File: src/rtl/ttc_pkg.sv
package ttc_pkg;
  typedef enum logic [1:0] {
    ST_IDLE,
    ST_SCAN,
    ST_MUL,
    ST_ACC
  } pi_state_e;
endpackage

File: src/rtl/ttc_pi_core.sv
module ttc_pi_core
  import ttc_pkg::*;
#(
  parameter int NUM_DOM = 4,
  parameter int TEMP_W  = 8,
  parameter int GAIN_W  = 4,
  parameter int CODE_W  = 3,
  parameter int FRAC_W  = 2
) (
  input  logic                      clk_i,
  input  logic                      rst_ni,
  input  logic                      sample_i,
  input  logic [NUM_DOM*TEMP_W-1:0] temp_i,
  input  logic [TEMP_W-1:0]         setpoint_i,
  input  logic [TEMP_W-1:0]         trigger_i,
  input  logic [GAIN_W-1:0]         gain_i,
  output logic [CODE_W-1:0]         code_o,
  output logic [NUM_DOM-1:0]        stress_o
);
  localparam int ACC_W = CODE_W + FRAC_W;
  localparam int EW    = TEMP_W + 1;
  localparam int PW    = EW + GAIN_W + 1;
  localparam int SW    = PW + ACC_W + 1;
  localparam int IDX_W = (NUM_DOM > 1) ? $clog2(NUM_DOM) : 1;
  localparam logic [SW-1:0] SUM_CAP = {{(SW-ACC_W){1'b0}}, {ACC_W{1'b1}}};
  localparam logic [IDX_W-1:0] IDX_LAST = IDX_W'(NUM_DOM - 1);

  pi_state_e           state_q;
  logic [TEMP_W-1:0]   tmp_q [NUM_DOM];
  logic [TEMP_W-1:0]   sp_q, max_q;
  logic [GAIN_W-1:0]   gain_q;
  logic [IDX_W-1:0]    idx_q;
  logic [PW-1:0]       prod_q;
  logic [ACC_W-1:0]    acc_q;
  logic [NUM_DOM-1:0]  stress_q, stress_nx;

  logic [EW-1:0] err_w;
  logic [PW-1:0] err_x, gain_x;
  logic [SW-1:0] sum_w;
  logic [ACC_W-1:0] acc_nx;

  for (genvar d = 0; d < NUM_DOM; d++) begin : g_stress
    assign stress_nx[d] = temp_i[d*TEMP_W +: TEMP_W] >= trigger_i;
  end

  assign err_w  = {1'b0, max_q} - {1'b0, sp_q};
  assign err_x  = {{(PW-EW){err_w[EW-1]}}, err_w};
  assign gain_x = {{(PW-GAIN_W){1'b0}}, gain_q};
  assign sum_w  = {{(SW-ACC_W){1'b0}}, acc_q} + {{(SW-PW){prod_q[PW-1]}}, prod_q};

  // clamp to [0, 2^ACC_W-1]
  always_comb begin
    if (sum_w[SW-1])          acc_nx = '0;
    else if (sum_w > SUM_CAP) acc_nx = '1;
    else                      acc_nx = sum_w[ACC_W-1:0];
  end

  always_ff @(posedge clk_i or negedge rst_ni) begin
    if (!rst_ni) begin
      state_q  <= ST_IDLE;
      for (int d = 0; d < NUM_DOM; d++) tmp_q[d] <= '0;
      sp_q     <= '0;
      max_q    <= '0;
      gain_q   <= '0;
      idx_q    <= '0;
      prod_q   <= '0;
      acc_q    <= '0;
      stress_q <= '0;
    end else begin
      unique case (state_q)
        ST_IDLE: if (sample_i) begin
          for (int d = 0; d < NUM_DOM; d++) tmp_q[d] <= temp_i[d*TEMP_W +: TEMP_W];
          sp_q     <= setpoint_i;
          gain_q   <= gain_i;
          stress_q <= stress_nx;
          max_q    <= '0;
          idx_q    <= '0;
          state_q  <= ST_SCAN;
        end
        ST_SCAN: begin
          if (tmp_q[idx_q] > max_q) max_q <= tmp_q[idx_q];
          idx_q <= idx_q + 1'b1;
          if (idx_q == IDX_LAST) state_q <= ST_MUL;
        end
        ST_MUL: begin
          prod_q  <= err_x * gain_x;
          state_q <= ST_ACC;
        end
        ST_ACC: begin
          acc_q   <= acc_nx;
          state_q <= ST_IDLE;
        end
        default: state_q <= ST_IDLE;
      endcase
    end
  end

  assign code_o   = acc_q[ACC_W-1:FRAC_W];
  assign stress_o = stress_q;
endmodule

File: src/rtl/ttc_duty_timer.sv
module ttc_duty_timer #(
  parameter int CODE_W = 3
) (
  input  logic              clk_i,
  input  logic              rst_ni,
  input  logic [CODE_W-1:0] code_i,
  output logic [CODE_W-1:0] act_o,
  output logic              stall_o
);
  localparam int LEVELS = 1 << CODE_W;
  localparam int CNT_W  = $clog2(LEVELS + 1);

  logic [CODE_W-1:0] act_q;
  logic [CNT_W-1:0]  cnt_q, last_w;
  logic              at_end;

  // period = LEVELS+1-code, last count = LEVELS-code
  assign last_w = CNT_W'(LEVELS) - CNT_W'(act_q);
  assign at_end = (act_q != '0) && (cnt_q == last_w);

  always_ff @(posedge clk_i or negedge rst_ni) begin
    if (!rst_ni) begin
      act_q <= '0;
      cnt_q <= '0;
    end else if (act_q == '0 || at_end) begin
      act_q <= code_i;
      cnt_q <= '0;
    end else begin
      cnt_q <= cnt_q + 1'b1;
    end
  end

  assign act_o   = act_q;
  assign stall_o = at_end;
endmodule

File: src/rtl/ttc_dom_gate.sv
module ttc_dom_gate (
  input  logic stall_i,
  input  logic stress_i,
  output logic en_o
);
  assign en_o = ~(stall_i & stress_i);
endmodule

File: src/rtl/thermal_toggle_ctrl.sv
module thermal_toggle_ctrl #(
  parameter int NUM_DOM = 4,
  parameter int TEMP_W  = 8,
  parameter int GAIN_W  = 4,
  parameter int CODE_W  = 3,
  parameter int FRAC_W  = 2
) (
  input  logic                      clk_i,
  input  logic                      rst_ni,
  input  logic                      sample_i,
  input  logic [NUM_DOM*TEMP_W-1:0] temp_i,
  input  logic [TEMP_W-1:0]         setpoint_i,
  input  logic [TEMP_W-1:0]         trigger_i,
  input  logic [GAIN_W-1:0]         gain_i,
  output logic [NUM_DOM-1:0]        en_o,
  output logic [CODE_W-1:0]         duty_o
);
  logic [CODE_W-1:0]  code_w;
  logic [NUM_DOM-1:0] stress_w;
  logic               stall_w;

  ttc_pi_core #(
    .NUM_DOM(NUM_DOM), .TEMP_W(TEMP_W), .GAIN_W(GAIN_W),
    .CODE_W(CODE_W), .FRAC_W(FRAC_W)
  ) u_core (
    .clk_i, .rst_ni, .sample_i, .temp_i, .setpoint_i, .trigger_i, .gain_i,
    .code_o(code_w), .stress_o(stress_w)
  );

  ttc_duty_timer #(.CODE_W(CODE_W)) u_timer (
    .clk_i, .rst_ni, .code_i(code_w), .act_o(duty_o), .stall_o(stall_w)
  );

  for (genvar d = 0; d < NUM_DOM; d++) begin : g_gate
    ttc_dom_gate u_gate (.stall_i(stall_w), .stress_i(stress_w[d]), .en_o(en_o[d]));
  end
endmodule

File: config.mk
export PLATFORM = sky130hd
export DESIGN_NAME = thermal_toggle_ctrl
export DESIGN_NICKNAME = d
export VERILOG_FILES = /design/src/rtl/ttc_pkg.sv /design/src/rtl/ttc_pi_core.sv /design/src/rtl/ttc_duty_timer.sv /design/src/rtl/ttc_dom_gate.sv /design/src/rtl/thermal_toggle_ctrl.sv
export SDC_FILE = /design/constraint.sdc
export NUM_CORES = 1
export LEC_CHECK = 0
export BUFFER_PORTS_ARGS = -buffer_cell sky130_fd_sc_hd__buf_2
export CORE_UTILIZATION = 30
export CTS_BUF_LIST = sky130_fd_sc_hd__clkbuf_16
export DETAILED_ROUTE_END_ITERATION = 10
export GPL_TIMING_DRIVEN = 0
export PLACE_DENSITY = 0.45
export SLEW_MARGIN = 25
export SYNTH_ARGS = -nofsm -noshare
export SYNTH_HDL_FRONTEND = slang
export SYNTH_SLANG_ARGS = --single-unit
File: constraint.sdc
create_clock -name clk_i -period 6.6 [get_ports clk_i]
set_input_delay 0.33 -clock clk_i [delete_from_list [all_inputs] [get_ports clk_i]]
set_output_delay 0.33 -clock clk_i [all_outputs]
set_load 0.02 [all_outputs]
==> flow_summary_export.csv <==
group,metric,value,unit
outcome,status,"finished, violations left",
outcome,violations,"DRC",
critical_path,r2r-start,"u_core.max_q[0]",
critical_path,cp_data_arrival_time,5.22,ns
logic_synthesis,synth_seq_area_share,0.318,
clock_tree,cts_repair_resize_count,0,
logic_synthesis,synth-seq-cells,86,
finish,drive_gt1_frac,0.139,
logic_synthesis,ys_types,62,
run,drv_cap,0,
critical_path,rrSetupSlack,1.61,ns
die,die-area,0.0232,mm2
critical_path,critPathKind,"register to register",
sta,hold_violations,0,
sta,finalClockSkew,0.00785,ns
critical_path,crit_path_start_kind,"register",
clock_tree,clk_latency,0.35,ns
clock_tree,htreeDepth,3,
global_routing,grt_max_degree,52,
die,start_util,0.308,
critical_path,critical_path.startpoint,"u_core.max_q[0]",
finish,nets,983,
clock_tree,clkTransAtPathRegs,0.07,ns
logic_synthesis,synth_edf_count,0,
die,dieWidth,152,um
placement,hpwl,12400,um
logic_synthesis,yosysTopAreaCellShare,0.318,
route,drt_iter0_markers,156,
logic_synthesis,synthSimpleGateAreaFrac,0.183,
finish,num_antenna_cells,0,
die,die-height,152,um
sta,tns,0,ns
logic_synthesis,syn_area_per_cell,9.08,um2
clock_tree,cts_max_path_buffers,2,
global_routing,grt_antenna_before_repair,1,
logic_synthesis,synth_area,0.00677,mm2
logic_synthesis,synth_top_family_by_area,"adder cells",
placement,place.gp.congestion,0.791,
critical_path,crit_required,6.83,ns
route,via_per_inst,4.68,
clock_tree,cts_buffers,9,
die,coreArea,0.0220,mm2
route,drc,1,
critical_path,timing.rr.end,"u_core.prod_q[13]",
logic_synthesis,synth.area.mux_share,0.0599,
critical_path,endpoint_kind,"register",
clock_tree,cts_tree,"done",
sta,rsz0062_at_grt,"no",
logic_synthesis,synth_nets,909,
logic_synthesis,yosys.area.top_type,"dfrtp_1",
logic_synthesis,yosys_warnings,0,
critical_path,worstSetupEndpoint,"u_core.prod_q[13]",
logic_synthesis,async_flop_share,1.00,
global_routing,grt_usage,0.144,
route,avgRoutedWirePerCell,14.0,um
sta,tightestPinTransition,1.00,ns
global_routing,grt_pass1_vias,5283,
route,antenna_left,0,
hold_path,worstHoldPathCells,3,
placement,port-buffer-count,61,
sta,fmax,200,MHz
sta,relSlewSlack,0.313,
clock_tree,cts_sinks,86,
route,postRouteWirelength,15500,um
route,drt-pass1-iter-count,8,
global_routing,overflow,0,
logic_synthesis,syn_inst,746,
sta,layout_min_cycle_time,4.99,ns
sta,setup_viol,0,
logic_synthesis,synthTopCellsByArea,"dfrtp_1, ha_1, nand2_1",
critical_path,reg2reg_depth,19,
route,via_count,5175,
clock_tree,root_buffer,"clkbuf_16",
logic_synthesis,synth_top_flop_cell,"dfrtp_1",
logic_synthesis,synth-adder-area-share,0.223,
global_routing,grt_pass1_wl,26600,um
critical_path,cp_max_fo,5,
die,ioPinCount,62,
finish,synthToLayoutAreaGrowth,14.8,%
logic_synthesis,synth-xor-area-share,0.0336,
sta,period_share,0.756,
hold_path,hp-class,"input pin to register",
die,row_count,54,
sta,drv_slew,0,
logic_synthesis,synth_compound_area_frac,0.122,
## worst max-delay path: stages (launching register included)
cell	delay [ns]
dfrtp_1	0.38
inv_1	0.08
ha_1	0.18
fa_1	0.23
nor2b_2	0.06
o2111a_1	0.26
a2111oi_2	0.39
xnor2_1	0.20
and2_1	0.20
ha_1	0.31
fa_1	0.54
inv_1	0.05
fa_1	0.49
inv_1	0.04
ha_1	0.36
a21o_1	0.23
or2_1	0.25
a211oi_1	0.25
xnor2_1	0.11
mux2_2	0.28
## cells in the mapped netlist, types with 4 or more instances
cell         n
nand2_1    153
ha_1        87
dfrtp_1     86
inv_1       78
nor2_1      39
o21ai_0     27
a21oi_1     22
and2_1      21
fa_1        21
nor2b_1     19
xnor2_1     16
clkbuf_1    12
mux2_2      12
a21o_1      10
xor2_1      10
mux2i_1      9
a31oi_1      8
and3_1       8
mux4_2       8
a211oi_1     7
nand2b_1     7
nand3_1      7
o211ai_1     6
a2111oi_0    5
o21a_1       5
o22ai_1      5
buf_1        4
buf_4        4
nand3b_1     4
nand4_1      4
nor3_1       4
o21ai_1      4
## sequential cells by signal, indices dropped and copies added (netlist names), 3 cells and up
name             cells
u_core.prod_q       14
u_core.sp_q          8
u_timer.cnt_q        4
u_core.gain_q        4
u_core.tmp_q        32
u_core.stress_o      4
u_core.max_q         8
u_timer.act_o        3
u_core.acc_q         5
## layout make-up
class	count	area, um2
fill	2305	14200
multi-input combinational	558	4210
sequential	86	2150
tap	280	350
timing repair buffer	63	349
inverter	78	293
clock buffer	9	225
buffer	24	119
clock inverter	7	80.1
## cells by family after synthesis
kind of cell	count (synthesis)
xor+xnor	26
fa+ha+maj	108
compound gates	121
simple gates	274
flops	86
buf+inv	102
mux	29
## cells in the final DEF (no fill, tap or decap), drive strengths merged, types with 3 or more instances in the layout
cell     netlist  final
a2111oi        7      7
a211oi         7      7
a21boi         3      3
a21o          10     10
a21oi         22     22
a221oi         3      3
a31oi          8      8
and2          21     21
and3           8      8
buf           11     73
clkbuf        13     22
clkinv         0      3
dfrtp         86     86
fa            21     21
ha            87     87
inv           78     81
mux2          12     12
mux2i          9      9
mux4           8      8
nand2        153    153
nand2b         7      7
nand3          7      7
nand3b         4      4
nand4          4      4
nor2          39     39
nor2b         20     20
nor3           5      5
o211ai         6      6
o21a           5      5
o21ai         32     32
o22ai          5      5
or2            3      3
xnor2         16     16
xor2          10     10
## how the worst min path moves through the flow
stage | from | end | slack (ns)
final | setpoint_i[4] | u_core.sp_q[4] | 0.18
after global routing | temp_i[28] | u_core.tmp_q[4] | 0.19
after CTS | setpoint_i[4] | u_core.sp_q[4] | 0.16
after detailed placement | rst_ni | u_core.prod_q[12] | 0.26
after global placement | u_core.tmp_q[15] | u_core.tmp_q[15] | 0.45
after floorplan | rst_ni | u_core.acc_q[0] | 0.03
## per-layer routing
layer / vias up / global-route usage / wire [um]
li1: 2661 / - / -
met1: 2432 / 0.191 / 7740
met2: 71 / 0.238 / 7180
met3: 11 / 0.0262 / 441
met4: 0 / 0.0398 / 151
met5: - / 0 / 0
## through the flow
step                utilization  setup slack (ns)  cell area, um2  std cells  hold WS (ns)
global route              0.354              1.25            7770       1105         0.187
CTS                       0.354              1.56            7770       1105         0.164
floorplan                     -              1.96            6770        746        0.0344
detailed placement        0.340              1.57            7460       1088         0.259
global placement          0.338              1.56            7430       1087         0.455
finish                    0.354              1.61            7770       1105         0.180
## timing repair
action	in CTS	in global routing
endpoints found under the setup margin	0	0
hold endpoints to repair	35	0
buffers inserted	0	0
hold buffers	1	0
Power is not shown: default switching activity piles up to over one toggle a cycle in this logic, so the estimate is an artifact.
